[src/rtl/tcsrc_pkg.sv]
package tcsrc_pkg;
  localparam int NUM_LVL = 3;
  localparam int LVL_W   = 2;

  typedef enum logic [1:0] {
    TERM_OPEN = 2'd0,
    TERM_RD   = 2'd1,
    TERM_RA   = 2'd2
  } cc_term_e;

  typedef enum logic [2:0] {
    ST_UNATT   = 3'd0,
    ST_SNK     = 3'd1,
    ST_CBL     = 3'd2,
    ST_SNK_CBL = 3'd3,
    ST_DBG     = 3'd4,
    ST_AUD     = 3'd5
  } port_st_e;
endpackage

[src/rtl/tcsrc_pin_class.sv]
module tcsrc_pin_class
  import tcsrc_pkg::*;
(
  input  logic [LVL_W-1:0]   adv_sel,
  input  logic [NUM_LVL-1:0] lo_rd,
  input  logic [NUM_LVL-1:0] lo_ra,
  output cc_term_e           term
);
  logic [LVL_W-1:0] idx;

  // selector code 3 falls back to the default level
  always_comb begin
    idx = (adv_sel >= LVL_W'(NUM_LVL)) ? '0 : adv_sel;
  end

  always_comb begin
    if (lo_ra[idx])      term = TERM_RA;
    else if (lo_rd[idx]) term = TERM_RD;
    else                 term = TERM_OPEN;
  end
endmodule

[src/rtl/tcsrc_pin_debounce.sv]
module tcsrc_pin_debounce
  import tcsrc_pkg::*;
#(
  parameter int CNT_W = 8
) (
  input  logic             clk,
  input  logic             rst_n,
  input  cc_term_e         term_in,
  output cc_term_e         term_q,
  output logic [CNT_W-1:0] cnt_q
);
  localparam logic [CNT_W-1:0] CNT_MAX = {CNT_W{1'b1}};

  cc_term_e         term_n;
  logic [CNT_W-1:0] cnt_n;
  logic             cnt_en;

  always_comb begin
    term_n = term_q;
    cnt_n  = cnt_q;
    cnt_en = (cnt_q != CNT_MAX);
    if (term_in != term_q) begin
      term_n = term_in;
      cnt_n  = '0;
    end else if (cnt_en) begin
      cnt_n = cnt_q + 1'b1;
    end
  end

  always_ff @(posedge clk or negedge rst_n) begin
    if (!rst_n) begin
      term_q <= TERM_OPEN;
      cnt_q  <= '0;
    end else begin
      term_q <= term_n;
      cnt_q  <= cnt_n;
    end
  end

  AST_CNT_SAT: assert property (@(posedge clk) disable iff (!rst_n)
    (cnt_q == CNT_MAX && term_in == term_q) |=> (cnt_q == CNT_MAX))
    else $error("debounce counter left saturation");
endmodule

[src/rtl/tcsrc_attach.sv]
module tcsrc_attach
  import tcsrc_pkg::*;
#(
  parameter int CNT_W = 8
) (
  input  logic             clk,
  input  logic             rst_n,
  input  logic [1:0]       adv_sel,
  input  logic [2:0]       cc1_lo_rd,
  input  logic [2:0]       cc1_lo_ra,
  input  logic [2:0]       cc2_lo_rd,
  input  logic [2:0]       cc2_lo_ra,
  input  logic [CNT_W-1:0] t_attach,
  input  logic [CNT_W-1:0] t_detach,
  output logic             vbus_en,
  output logic             vconn1_en,
  output logic             vconn2_en,
  output logic             orient,
  output logic             dbg_acc,
  output logic             aud_acc
);
  localparam int NPIN = 2;

  logic [NUM_LVL-1:0] lo_rd [NPIN];
  logic [NUM_LVL-1:0] lo_ra [NPIN];
  cc_term_e           raw   [NPIN];
  cc_term_e           cls   [NPIN];
  logic [CNT_W-1:0]   cnt   [NPIN];
  logic [NPIN-1:0]    att_ok;
  logic [NPIN-1:0]    gone;

  assign lo_rd[0] = cc1_lo_rd;
  assign lo_ra[0] = cc1_lo_ra;
  assign lo_rd[1] = cc2_lo_rd;
  assign lo_ra[1] = cc2_lo_ra;

  for (genvar p = 0; p < NPIN; p++) begin : g_pin
    tcsrc_pin_class u_cls (
      .adv_sel (adv_sel),
      .lo_rd   (lo_rd[p]),
      .lo_ra   (lo_ra[p]),
      .term    (raw[p])
    );
    tcsrc_pin_debounce #(.CNT_W(CNT_W)) u_dbn (
      .clk     (clk),
      .rst_n   (rst_n),
      .term_in (raw[p]),
      .term_q  (cls[p]),
      .cnt_q   (cnt[p])
    );
    assign att_ok[p] = (cnt[p] >= t_attach);
    assign gone[p]   = (cls[p] == TERM_OPEN) && (cnt[p] >= t_detach);
  end

  port_st_e st_q, st_n;
  logic     key_q, key_n;  // Rd pin in sink states, Ra pin in cable-only state

  always_comb begin
    st_n  = st_q;
    key_n = key_q;
    unique case (st_q)
      ST_UNATT: begin
        if (att_ok[0] && att_ok[1]) begin
          if (cls[0] == TERM_RD && cls[1] == TERM_OPEN) begin
            st_n = ST_SNK; key_n = 1'b0;
          end else if (cls[0] == TERM_OPEN && cls[1] == TERM_RD) begin
            st_n = ST_SNK; key_n = 1'b1;
          end else if (cls[0] == TERM_RA && cls[1] == TERM_OPEN) begin
            st_n = ST_CBL; key_n = 1'b0;
          end else if (cls[0] == TERM_OPEN && cls[1] == TERM_RA) begin
            st_n = ST_CBL; key_n = 1'b1;
          end else if (cls[0] == TERM_RA && cls[1] == TERM_RD) begin
            st_n = ST_SNK_CBL; key_n = 1'b1;
          end else if (cls[0] == TERM_RD && cls[1] == TERM_RA) begin
            st_n = ST_SNK_CBL; key_n = 1'b0;
          end else if (cls[0] == TERM_RD && cls[1] == TERM_RD) begin
            st_n = ST_DBG;
          end else if (cls[0] == TERM_RA && cls[1] == TERM_RA) begin
            st_n = ST_AUD;
          end
        end
      end
      ST_SNK, ST_SNK_CBL: begin
        if (gone[key_q]) st_n = ST_UNATT;
      end
      ST_CBL: begin
        // removal outranks arrival
        if (gone[key_q]) begin
          st_n = ST_UNATT;
        end else if (cls[!key_q] == TERM_RD && att_ok[!key_q] &&
                     cls[key_q] == TERM_RA) begin
          st_n  = ST_SNK_CBL;
          key_n = !key_q;
        end
      end
      ST_DBG, ST_AUD: begin
        if (gone[0] || gone[1]) st_n = ST_UNATT;
      end
      default: st_n = ST_UNATT;
    endcase
  end

  always_ff @(posedge clk or negedge rst_n) begin
    if (!rst_n) begin
      st_q  <= ST_UNATT;
      key_q <= 1'b0;
    end else begin
      st_q  <= st_n;
      key_q <= key_n;
    end
  end

  logic sink_on;
  assign sink_on   = (st_q == ST_SNK) || (st_q == ST_SNK_CBL);
  assign vbus_en   = sink_on;
  assign vconn1_en = (st_q == ST_SNK_CBL) &&  key_q;
  assign vconn2_en = (st_q == ST_SNK_CBL) && !key_q;
  assign orient    = sink_on && key_q;
  assign dbg_acc   = (st_q == ST_DBG);
  assign aud_acc   = (st_q == ST_AUD);

  AST_VCONN_EXCL: assert property (@(posedge clk) disable iff (!rst_n)
    !(vconn1_en && vconn2_en))
    else $error("both VCONN enables high");
  AST_VCONN_NEEDS_VBUS: assert property (@(posedge clk) disable iff (!rst_n)
    (vconn1_en || vconn2_en) |-> vbus_en)
    else $error("VCONN without VBUS");
  AST_VCONN_TO_RA: assert property (@(posedge clk) disable iff (!rst_n)
    (vconn1_en |-> cls[0] != TERM_RD) and (vconn2_en |-> cls[1] != TERM_RD))
    else $error("VCONN driven toward the sink pin");
  AST_DROP_TOGETHER: assert property (@(posedge clk) disable iff (!rst_n)
    $fell(vbus_en) |-> (!vconn1_en && !vconn2_en && !orient))
    else $error("VCONN outlived VBUS");
  AST_ORIENT_IDLE: assert property (@(posedge clk) disable iff (!rst_n)
    !vbus_en |-> !orient)
    else $error("orientation flagged with no sink");
  AST_DBG_NO_PWR: assert property (@(posedge clk) disable iff (!rst_n)
    dbg_acc |-> (!vbus_en && !aud_acc))
    else $error("debug accessory with power or audio");
  AST_AUD_NO_PWR: assert property (@(posedge clk) disable iff (!rst_n)
    aud_acc |-> !vbus_en)
    else $error("audio accessory with power");
endmodule

[config.mk]
export PLATFORM = sky130hd
export DESIGN_NAME = tcsrc_attach
export DESIGN_NICKNAME = d
export VERILOG_FILES = /design/src/rtl/tcsrc_pkg.sv /design/src/rtl/tcsrc_pin_class.sv /design/src/rtl/tcsrc_pin_debounce.sv /design/src/rtl/tcsrc_attach.sv
export SDC_FILE = /design/constraint.sdc
export NUM_CORES = 1
export LEC_CHECK = 0
export BUFFER_PORTS_ARGS = -buffer_cell sky130_fd_sc_hd__buf_2
export CAP_MARGIN = 25
export CORE_MARGIN = 3
export CORE_UTILIZATION = 35
export CTS_CLUSTER_DIAMETER = 60
export DETAILED_ROUTE_END_ITERATION = 6
export GPL_TIMING_DRIVEN = 0
export MAX_ROUTING_LAYER = met4
export PLACE_DENSITY = 0.65
export SYNTH_ARGS = -nofsm -noshare
export SYNTH_HDL_FRONTEND = slang
export SYNTH_SLANG_ARGS = --single-unit
[constraint.sdc]
create_clock -name clk -period 3.1 [get_ports clk]
set_input_delay 0.62 -clock clk [delete_from_list [all_inputs] [get_ports clk]]
set_output_delay 0.62 -clock clk [all_outputs]
set_load 0.005 [all_outputs]
==> metrics.md, run 1 <==
| Metric | Value |
|---|---|
| Status | `completed` |
| Max incr delay on CP | `0.44 ns` |
| Fin crit period | `2.27 ns` |
| Non-filler cells, final | `373` |
| Post-Place Worst Slack | `0.567 ns` |
| Setup Crit Path Kind | `input pin to flop` |
| Via count | `1938` |
| Initial antenna violation count | `0` |
| Int Pwr | `0.612 mW` |
| Area contributors post-synth | `dfrtp_1, ha_1, nor2_1, a21oi_1, inv_1` |
| Detailed Place HPWL | `3.98 mm` |
| Crit path from | `t_detach[7]` |
| Antenna Nets Post-Route | `0` |
| Synth top area share | `27.1%` |
| Multi-input logic area | `1510 sq um` |
| Syn Std Cell Area | `2220 sq um` |
| Most used cell along the critical path | `and3_1` |
| Setup ws final | `0.835 ns` |
| Commonest non-fill, non-tap cell in the layout | `buf_2` |
| Setup crit end kind | `flop` |
| Hold violation total from the final report | `0` |
| Compound-Gate Fraction of Synth Area | `18.8%` |
| Die height | `85.6 microns` |
| Worst VDD drop | `170 uV` |
| Multiplexer area fraction after synthesis | `2.71%` |
| Fillers | `624` |
| Clock skew | `0.00455 ns` |
| GP Congestion | `0.841` |
| Vias in the first global route | `1884` |
| Yosys warning count | `0` |
| Switching share of power | `34.9%` |
| Fin util | `42.2%` |
| Io pins | `38` |
| H-tree levels | `1` |
| Mapped Avg Cell Area | `8.59 sq um` |
| CTS tree | `done` |
| Cell Chain, Critical Path | `buf_2 > inv_1 > ha_1 > and3_1 > nand3_1 > or4_1 > and3_1 > a21oi_2 > nor3_1 > a211oi_2` |
| Post-route design area | `2540 sq um` |
| Top Family by Delay on Critical Path | `simple AND/OR/NAND/NOR gates` |
| Starting Density | `36.8%` |
| Synth Area in Simple Gates | `23.4%` |
| Asr flop ratio synth | `100%` |
| Tot Pwr | `0.939 mW` |
| CTS Buffer Depth | `2` |
| Iter 0 DRT Violations | `86` |
| Synth Area in XOR/XNOR | `3.95%` |
| DR pass1 iterations | `4` |
| Syn-to-layout area delta | `14.9%` |
| Leakage | `1.25 nW` |
| Core Box Area | `6030 sq um` |
| Commonest cells after routing, fill and taps aside | `buf_2, ha_1, nor2_1, dfrtp_1, inv_1` |
| Synth Area in Adders | `19.2%` |
| Reg2reg start | `g_pin[1].u_dbn.cnt_q[0]$_DFFE_PN0P_` |
| Setup TNS | `0 ns` |
| Post_cts resized | `0` |
| Cts bufs inserted | `3` |
| Net count after synthesis | `324` |
| Port bufs | `36` |
| WHS | `0.326 ns` |
| Wire per inst | `13.3 microns` |
| Worst Path Buf+Inv | `2` |
| Pin count of the biggest net entering global routing | `25` |
| Largest family of logic cells by synthesized area | `simple AND/OR/NAND/NOR gates` |
| Pwr Density | `369 nW/um^2` |
| Dominant synthesized flop cell | `dfrtp_1` |
| Remaining DRCs | `0` |
| CP Max Fanout | `3` |
| Synth area leader | `dfrtp_1` |
| Share of cells above drive strength 1 | `20.1%` |
| Syn Inst Count | `258` |
| Psw | `0.327 mW` |
| Placed cell area | `2490 sq um` |
| ANT cells | `0` |
| Final period utilization | `73.1%` |
| Final WL | `4.96 mm` |
| Slew @ Worst Pin | `0.550 ns` |
| Slowest-stage cell, CP | `or4_1` |
| Register area | `601 sq um` |
| Max Cap Violations | `0` |
| Post-synth EDFFs | `0` |
| HP Class | `input pin to asynchronous set/reset pin` |
| Worst EP arrival | `2.45 ns` |
| # hold bufs at CTS | `0` |
| Unique masters post-synth | `48` |
| Number of vias per cell | `5.20` |
| Critical Path RT | `3.29 ns` |
| First-pass GRT wire length | `8.61 mm` |
| RSZ-0062 raised after global routing | `no` |
| Peak Freq | `0.441 GHz` |
| Die X | `85.6 microns` |
| Sequential area share after synthesis | `27.1%` |
| Core Rows | `28` |
| Rel. slew slack | `63.3%` |
| Worst-Skew Late Latency | `0.27 ns` |
| Number of synthesized register bits | `24` |
| Clock power frac | `23.0%` |
| Setup crit start kind | `input pin` |
| Overall Global Routing Usage | `14.8%` |
| Clock tree sinks | `24` |
| DIE AREA | `7320 sq um` |
| Flop pwr share | `42.1%` |
| Dpl cells | `369` |
| Final #Nets | `365` |
| CTS clk-pin slew, worst paths | `0.09 ns` |
| Final setup viols | `0` |
| Post-CTS Setup Bufs | `0` |
| Slew Limit Fails | `0` |
| Total congestion overflow | `0` |
| Root buf cell | `clkbuf_8` |
| Logic pwr share | `34.9%` |
-- metal layers --
metal | vias up | global-route usage, % | wire length, microns
met1 | 860 | 19.8 | 2370
met2 | 55 | 23.3 | 2240
met3 | 4 | 2.11 | 284
met5 | - | - | 0
li1 | 1019 | - | -
met4 | 0 | 4.32 | 56
-- registers in the layout, indices dropped and copies added (netlist names) --
register and count:
g_pin.u_dbn.cnt_q 16, key_q 1, st_q 3, g_pin.u_dbn.term_q 4
-- power by group through the flow --
stage	logic, mW	clock network (mW)	registers, mW
6_report	0.328	0.216	0.395
4_1_cts	0.333	0.224	0.395
5_1_grt	0.383	0.244	0.402
3_3_place_gp	0.324	0	0.400
3_5_place_dp	0.331	0	0.401
2_1_floorplan	0.240	0	0.387
-- synth_stat cells, types with 2 or more instances --
cell type,n
o31ai_1,3
o21ai_0,15
a21oi_1,15
o21ai_1,2
inv_1,20
xnor2_1,8
nand2_1,11
xor2_1,2
nand2b_1,4
nor2b_1,5
a211oi_1,7
ha_1,34
a211oi_2,5
nor2_1,32
and2_1,2
nand4_1,6
nor3_1,6
and3_1,10
dfrtp_1,24
nand3_1,13
buf_2,2
mux2i_1,6
-- cell type report --
| cell class | count | area share (%) |
|---|---|---|
| multi-input cells | 209 | 59.2 |
| repair buffers | 36 | 7.08 |
| clock buffers | 4 | 2.16 |
| plain buffers | 5 | 1.28 |
| inverters | 20 | 2.95 |
| well taps | 75 | 3.69 |
| flip-flops and latches | 24 | 23.6 |
-- logic make-up after synthesis --
group / Yosys count
DFF: 24
muxes: 6
AOI/OAI and AO/OA: 59
xor gates and xnor gates: 10
adders and majority gates: 34
buffers and inverters: 25
and+or+nand+nor: 100
-- path summary, 6_finish.rpt --
kind | end | slack, ns | depth (start not counted)
worst max-delay path | st_q[0]$_DFFE_PN0P_ | 0.83 | 10
worst min-delay path | g_pin[0].u_dbn.cnt_q[3]$_DFFE_PN0P_ | 0.33 | 1
worst max register to register | st_q[0]$_DFFE_PN0P_ | 0.84 | 9
worst min register to register | st_q[1]$_DFFE_PN0P_ | 0.59 | 1
max in group asynchronous | st_q[0]$_DFFE_PN0P_ | 2.41 | 1
min in group clk | st_q[1]$_DFFE_PN0P_ | 0.59 | 1
(Power assumes the default switching activity.)
==> inputs of run 2 (changes only) <==
==> constraint.sdc (replaced) <==
create_clock -name clk -period 2.23 [get_ports clk]
set_input_delay 0.446 -clock clk [delete_from_list [all_inputs] [get_ports clk]]
set_output_delay 0.446 -clock clk [all_outputs]
set_load 0.005 [all_outputs]
==> run 2 against run 1 <==
Setup slack worse by 0.76 ns. Total power up 44%. Final cell count up 2.4%. Combinational power up 54%. Register-to-register slack worse by 0.77 ns. Sequential share of layout area down 0.82 points. Non-clock buffer count up 9. Clock power up 39%. Via count up 2.3%. First-iteration DRC count up 5.8%. Sequential power up 38%. Hold slack worse by 0.18 ns. Critical endpoint unchanged.
==> metrics.md, run 2 (synthesized netlist as in run 1, its figures left out) <==
| Metric | Value |
|---|---|
| Status | `completed` |
| Share of cells above drive strength 1 | `25.4% (+5.3 points)` |
| CTS Buffer Depth | `2 (unchanged)` |
| Port bufs | `36 (unchanged)` |
| Max incr delay on CP | `0.47 ns (+0.03 ns)` |
| ANT cells | `0 (unchanged)` |
| Die X | `85.6 microns (unchanged)` |
| Final WL | `5.15 mm (+3.9%)` |
| Cts bufs inserted | `3 (unchanged)` |
| Slowest-stage cell, CP | `dfrtp_2` |
| Final setup viols | `0 (unchanged)` |
| Max Cap Violations | `0 (unchanged)` |
| Wire per inst | `13.5 microns (+1.4%)` |
| Hold violation total from the final report | `0 (unchanged)` |
| Cell Chain, Critical Path | `ha_4 > and3_4 > nand3_1 > or4_4 > and3_1 > a21oi_2 > nor3_1 > a211oi_2` |
| Psw | `0.470 mW (+44%)` |
| Final #Nets | `374 (+2.5%)` |
| Pwr Density | `508 nW/um^2 (+38%)` |
| Critical Path RT | `2.42 ns (-0.87 ns)` |
| Setup Crit Path Kind | `flop to flop` |
| First-pass GRT wire length | `8.67 mm (+0.64%)` |
| Overall Global Routing Usage | `14.9% (+0.10 points)` |
| DR pass1 iterations | `4 (unchanged)` |
| CP Max Fanout | `6 (+3)` |
| Flop pwr share | `40.4% (-1.7 points)` |
| Remaining DRCs | `0 (unchanged)` |
| Fin util | `44.1% (+1.9 points)` |
| Worst Path Buf+Inv | `0 (-2)` |
| Syn-to-layout area delta | `20.0%` |
| Worst VDD drop | `236 uV (+39%)` |
| Switching share of power | `34.9% (about the same)` |
| Clock tree sinks | `24 (unchanged)` |
| Pin count of the biggest net entering global routing | `25 (unchanged)` |
| Setup crit end kind | `flop` |
| Worst-Skew Late Latency | `0.27 ns (about the same)` |
| Peak Freq | `0.463 GHz` |
| Commonest non-fill, non-tap cell in the layout | `buf_2` |
| Slew @ Worst Pin | `0.547 ns (-0.00238 ns)` |
| RSZ-0062 raised after global routing | `yes` |
| Core Rows | `28 (unchanged)` |
| Number of vias per cell | `5.19 (-0.14%)` |
| H-tree levels | `1 (unchanged)` |
| GP Congestion | `0.841 (unchanged)` |
| Starting Density | `36.8% (unchanged)` |
| Antenna Nets Post-Route | `0 (unchanged)` |
| Clock skew | `0.00588 ns (+0.00133 ns)` |
| Io pins | `38 (unchanged)` |
| DIE AREA | `7320 sq um (unchanged)` |
| Logic pwr share | `37.3% (+2.4 points)` |
| Vias in the first global route | `1893 (+0.48%)` |
| Post-Place Worst Slack | `-0.129 ns (-0.696 ns)` |
| Largest Register | `g_pin.u_dbn.cnt_q` |
| Largest register FFs | `16 (unchanged)` |
| Setup ws final | `0.0700 ns (-0.765 ns)` |
| Fillers | `607 (-2.7%)` |
| Iter 0 DRT Violations | `91 (+5.8%)` |
| Worst EP arrival | `2.35 ns (-0.10 ns)` |
| Final period utilization | `96.9%` |
| Regs by FF count | `g_pin.u_dbn.cnt_q x16, g_pin.u_dbn.term_q x4, st_q x3` |
| Leakage | `1.29 nW (+3.5%)` |
| Total congestion overflow | `0 (unchanged)` |
| Commonest cells after routing, fill and taps aside | `buf_2, ha_1, nor2_1, inv_1, dfrtp_1` |
| Slew Limit Fails | `0 (unchanged)` |
| Fin crit period | `2.16 ns` |
| WHS | `0.151 ns (-0.175 ns)` |
| Rel. slew slack | `63.5% (+0.16 points)` |
| HP Class | `input pin to asynchronous set/reset pin` |
| Clock power frac | `22.3% (-0.7 points)` |
| Root buf cell | `clkbuf_8` |
| Via count | `1982 (+2.3%)` |
| CTS tree | `done` |
| Initial antenna violation count | `0 (unchanged)` |
| Int Pwr | `0.879 mW (+44%)` |
| Top Family by Delay on Critical Path | `simple AND/OR/NAND/NOR gates` |
| Core Box Area | `6030 sq um (unchanged)` |
| Setup crit start kind | `flop` |
| Tot Pwr | `1.35 mW (+44%)` |
| Detailed Place HPWL | `3.98 mm (unchanged)` |
| CTS clk-pin slew, worst paths | `0.09 ns (about the same)` |
| Die height | `85.6 microns (unchanged)` |
run 2: final timing paths:
| kind | start | cells after the start | endpoint | slack [ns] |
|---|---|---|---|---|
| worst min register to register | st_q[2]$_DFFE_PN0P_ | 1 | st_q[1]$_DFFE_PN0P_ | 0.59 |
| worst min-delay path | rst_n | 1 | g_pin[0].u_dbn.cnt_q[3]$_DFFE_PN0P_ | 0.15 |
| min in group clk | st_q[2]$_DFFE_PN0P_ | 1 | st_q[1]$_DFFE_PN0P_ | 0.59 |
| max in group asynchronous | rst_n | 1 | g_pin[1].u_dbn.cnt_q[7]$_DFFE_PN0P_ | 1.69 |
| worst max register to register | g_pin[1].u_dbn.cnt_q[7]$_DFFE_PN0P_ | 8 | st_q[0]$_DFFE_PN0P_ | 0.07 |
| worst max-delay path | g_pin[1].u_dbn.cnt_q[7]$_DFFE_PN0P_ | 8 | st_q[0]$_DFFE_PN0P_ | 0.07 |
run 2: worst register-to-register path, stage by stage, from the launching register on:
cell and delay [ns]:
dfrtp_2 0.47, ha_4 0.30, and3_4 0.17, nand3_1 0.09
or4_4 0.43, and3_1 0.19, a21oi_2 0.16, nor3_1 0.08
a211oi_2 0.20
run 2: power by group through the flow:
stage | Clock [mW] | Sequential (mW) | Combinational, mW
after global routing | 0.339 | 0.553 | 0.580
after floorplan | 0 | 0.538 | 0.333
after global placement | 0 | 0.555 | 0.451
after CTS | 0.312 | 0.545 | 0.476
after detailed placement | 0 | 0.557 | 0.460
final | 0.301 | 0.545 | 0.504
run 2: repair_timing:
item                       CTS  global route
setup endpoints to repair    2             2
hold buffers                 0             0
resized for setup            1            12
pin swaps                    0             2
buffers inserted             1             8
run 2: area by class of cell:
type	count	area, sq um	area share, %
inverters	20	75.1	2.82
plain buffers	5	32.5	1.22
multi-input cells	209	1550	58.3
well taps	75	93.8	3.53
repair buffers	45	248	9.32
flip-flops and latches	24	606	22.8
clock buffers	4	55.1	2.07
run 2: metrics by stage:
step	instance area [sq um]	cells	setup TNS (ns)
3_3_place_gp	2490	369	-0.144
2_1_floorplan	2220	258	0
4_1_cts	2560	374	0
6_report	2660	382	0
3_5_place_dp	2490	369	-0.208
5_1_grt	2660	382	-0.0223
run 2: layer usage:
metal  global-route usage, %  vias up  part of all wire [%]
met5                       -        -                     0
met4                    4.32        0                  0.89
met3                    2.11        2                   5.6
met2                    23.6       56                    46
met1                    19.9      887                    47
li1                        -     1037                     -
==> inputs of run 3 (changes only) <==
--- a/config.mk
+++ b/config.mk
@@ -13,7 +13,7 @@
 export DETAILED_ROUTE_END_ITERATION = 6
 export GPL_TIMING_DRIVEN = 0
 export MAX_ROUTING_LAYER = met4
-export PLACE_DENSITY = 0.65
+export PLACE_DENSITY_LB_ADDON = 0.1
 export SYNTH_ARGS = -nofsm -noshare
 export SYNTH_HDL_FRONTEND = slang
 export SYNTH_SLANG_ARGS = --single-unit
==> run 3 against run 2 <==
Wire length increased by 0.64%. Largest cell class unchanged. Clock power grew 27%. Maximum frequency grew 2.3%. Final area grew 2.0%. Flip-flop and latch count stayed put. Sequential share of layout area fell by 0.26 points. Utilization up 0.87 points. Critical path depth is the same.
==> metrics.md, run 3 (synthesized netlist as in run 1, its figures left out) <==
| Metric | Value |
|---|---|
| Dpl cells | `369 (unchanged)` |
| Cell Chain, Critical Path | `ha_4 > and3_4 > nand3_1 > or4_4 > and3_4 > a21oi_4 > o21bai_4 > a211oi_2` |
| Slew Limit Fails | `0 (unchanged)` |
| First-pass GRT wire length | `8.86 mm (+2.2%)` |
| Worst EP arrival | `2.26 ns (-0.09 ns)` |
| Io pins | `38 (unchanged)` |
| Clock power frac | `26.5% (+4.2 points)` |
| Antenna Nets Post-Route | `0 (unchanged)` |
| Wire per inst | `13.6 microns (+1.2%)` |
| Non-filler cells, final | `380 (-0.52%)` |
| Flop pwr share | `38.2% (-2.2 points)` |
| Commonest non-fill, non-tap cell in the layout | `buf_2` |
| Core Box Area | `6030 sq um (unchanged)` |
| Rel. slew slack | `54.3% (-9.2 points)` |
| Worst R2R End | `st_q[0]$_DFFE_PN0P_` |
| Psw | `0.478 mW (+1.5%)` |
| Total congestion overflow | `0 (unchanged)` |
| CTS clk-pin slew, worst paths | `0.09 ns (about the same)` |
| Int Pwr | `0.965 mW (+9.7%)` |
| CTS tree | `done` |
| Switching share of power | `33.1% (-1.7 points)` |
| GP Congestion | `0.789 (-6.2%)` |
| Worst VDD drop | `340 uV (+44%)` |
| Number of vias per cell | `5.15 (-0.79%)` |
| Logic pwr share | `35.3% (-2.0 points)` |
| Placed cell area | `2490 sq um (unchanged)` |
| Max incr delay on CP | `0.46 ns (about the same)` |
| Final WL | `5.18 mm (+0.64%)` |
| Reg2reg start | `g_pin[1].u_dbn.cnt_q[6]$_DFFE_PN0P_` |
| Core Rows | `28 (unchanged)` |
| Largest Register | `g_pin.u_dbn.cnt_q` |
| Share of cells above drive strength 1 | `27.5% (+2.1 points)` |
| Hold violation total from the final report | `0 (unchanged)` |
| Slowest-stage cell, CP | `dfrtp_2` |
| H-tree levels | `1 (unchanged)` |
| Setup crit start kind | `flop` |
| Port bufs | `36 (unchanged)` |
| Most used cell along the critical path | `and3_4` |
| Peak Freq | `0.473 GHz (+2.3%)` |
| Final #Nets | `372 (-0.53%)` |
| Pwr Density | `532 nW/um^2 (+4.8%)` |
| Max Cap Violations | `0 (unchanged)` |
| Final setup viols | `0 (unchanged)` |
| Clock skew | `0.00453 ns (-0.00135 ns)` |
| Leakage | `1.28 nW (-0.84%)` |
| Remaining DRCs | `0 (unchanged)` |
| Crit path to | `st_q[0]$_DFFE_PN0P_` |
| Post-route design area | `2710 sq um (+2.0%)` |
| DR pass1 iterations | `4 (unchanged)` |
| Starting Density | `36.8% (unchanged)` |
| Largest register FFs | `16 (unchanged)` |
| CP Max Fanout | `6 (unchanged)` |
| Overall Global Routing Usage | `15.3% (+0.44 points)` |
| ANT cells | `0 (unchanged)` |
| Die height | `85.6 microns (unchanged)` |
| Die X | `85.6 microns (unchanged)` |
| Initial antenna violation count | `0 (unchanged)` |
| # hold bufs at CTS | `0 (unchanged)` |
| Detailed Place HPWL | `4.10 mm (+2.9%)` |
| Vias in the first global route | `1863 (-1.6%)` |
| Worst-Skew Late Latency | `0.27 ns (about the same)` |
| Via count | `1956 (-1.3%)` |
| Pin count of the biggest net entering global routing | `25 (unchanged)` |
| Register-to-Register Path Depth | `8 (unchanged)` |
| Cts bufs inserted | `3 (unchanged)` |
| Setup Crit Path Kind | `flop to flop` |
| Flop2flop setup slack | `0.12 ns (+0.05 ns)` |
| Clock tree sinks | `24 (unchanged)` |
| Fin crit period | `2.11 ns (-0.0476 ns)` |
| Final period utilization | `94.7% (-2.1 points)` |
| Iter 0 DRT Violations | `61 (-33%)` |
| Setup crit end kind | `flop` |
| Root buf cell | `clkbuf_8` |
| Status | `completed` |
| Commonest cells after routing, fill and taps aside | `buf_2, nor2_1, ha_1, inv_1, dfrtp_1` |
| CTS Buffer Depth | `2 (unchanged)` |
| Slew @ Worst Pin | `0.680 ns (+0.132 ns)` |
| Crit path from | `g_pin[1].u_dbn.cnt_q[6]$_DFFE_PN0P_` |
| Syn-to-layout area delta | `22.4%` |
| DIE AREA | `7320 sq um (unchanged)` |
| Regs by FF count | `g_pin.u_dbn.cnt_q x16, g_pin.u_dbn.term_q x4, st_q x3` |
| Critical Path RT | `2.38 ns (-0.04 ns)` |
| HP Class | `input pin to asynchronous set/reset pin` |
## run 3: worst max-delay path, delay by kind of cell, from the launching register on
kind            cells  cell delay (ns)
fa+ha+maj           1             0.28
simple gates        4             0.89
compound gates      3             0.36
flops               1             0.46
## run 3: worst min path at each step
stage | to | slack (ns) | cells after the start | from
finish | key_q$_DFFE_PN0P_ | 0.16 | 1 | rst_n
global route | g_pin[1].u_dbn.term_q[0]$_DFFE_PN0N_ | 0.19 | 1 | rst_n
CTS | g_pin[1].u_dbn.term_q[1]$_DFFE_PN0N_ | 0.18 | 1 | rst_n
detailed placement | st_q[0]$_DFFE_PN0P_ | 0.48 | 1 | rst_n
global placement | st_q[0]$_DFFE_PN0P_ | 0.48 | 1 | rst_n
floorplan | g_pin[0].u_dbn.cnt_q[0]$_DFFE_PN0P_ | 0.15 | 0 | rst_n
## run 3: final cells by class
type                            instances  area, sq um
Sequential cell                        24          611
Clock inverter                          1         30.0
Tap cell                               75         93.8
Multi-Input combinational cell        209         1600
Clock buffer                            3         41.3
Buffer                                  5         32.5
Inverter                               20         75.1
Timing Repair Buffer                   43          233
Fill cell                             619         3310
## run 3: stage by stage
step	power [mW]	util [%]	TNS (ns)	hold WS, ns	setup WS [ns]
2_1_floorplan	0.871	-	0	0.150	0.200
3_3_place_gp	1.02	41.3	-0.261	0.481	-0.144
3_5_place_dp	1.03	41.3	-0.214	0.483	-0.133
4_1_cts	1.42	42.7	0	0.183	0.00662
5_1_grt	1.56	45.0	-0.0128	0.193	-0.0128
6_report	1.44	45.0	0	0.164	0.118
## run 3: timing repair
item,4_1_cts,5_1_grt
resized for setup,2,23
cloned,0,0
setup buffers,0,7
pin swaps,2,4
setup endpoints to repair,2,3
endpoints found under the hold margin,0,0
## run 3: layer usage
layer,vias to the layer above,GRT usage [%],share of wire (%)
met4,0,2.16,0.52
li1,1033,-,-
met5,-,-,0
met3,2,2.11,3.1
met2,28,24.7,46
met1,893,21.1,50
## run 3: power groups by stage
stage | registers [mW] | clock network [mW] | logic, mW
after floorplan | 0.538 | 0 | 0.333
after global placement | 0.561 | 0 | 0.459
after detailed placement | 0.562 | 0 | 0.465
after CTS | 0.553 | 0.398 | 0.471
after global routing | 0.564 | 0.414 | 0.585
final | 0.551 | 0.383 | 0.509
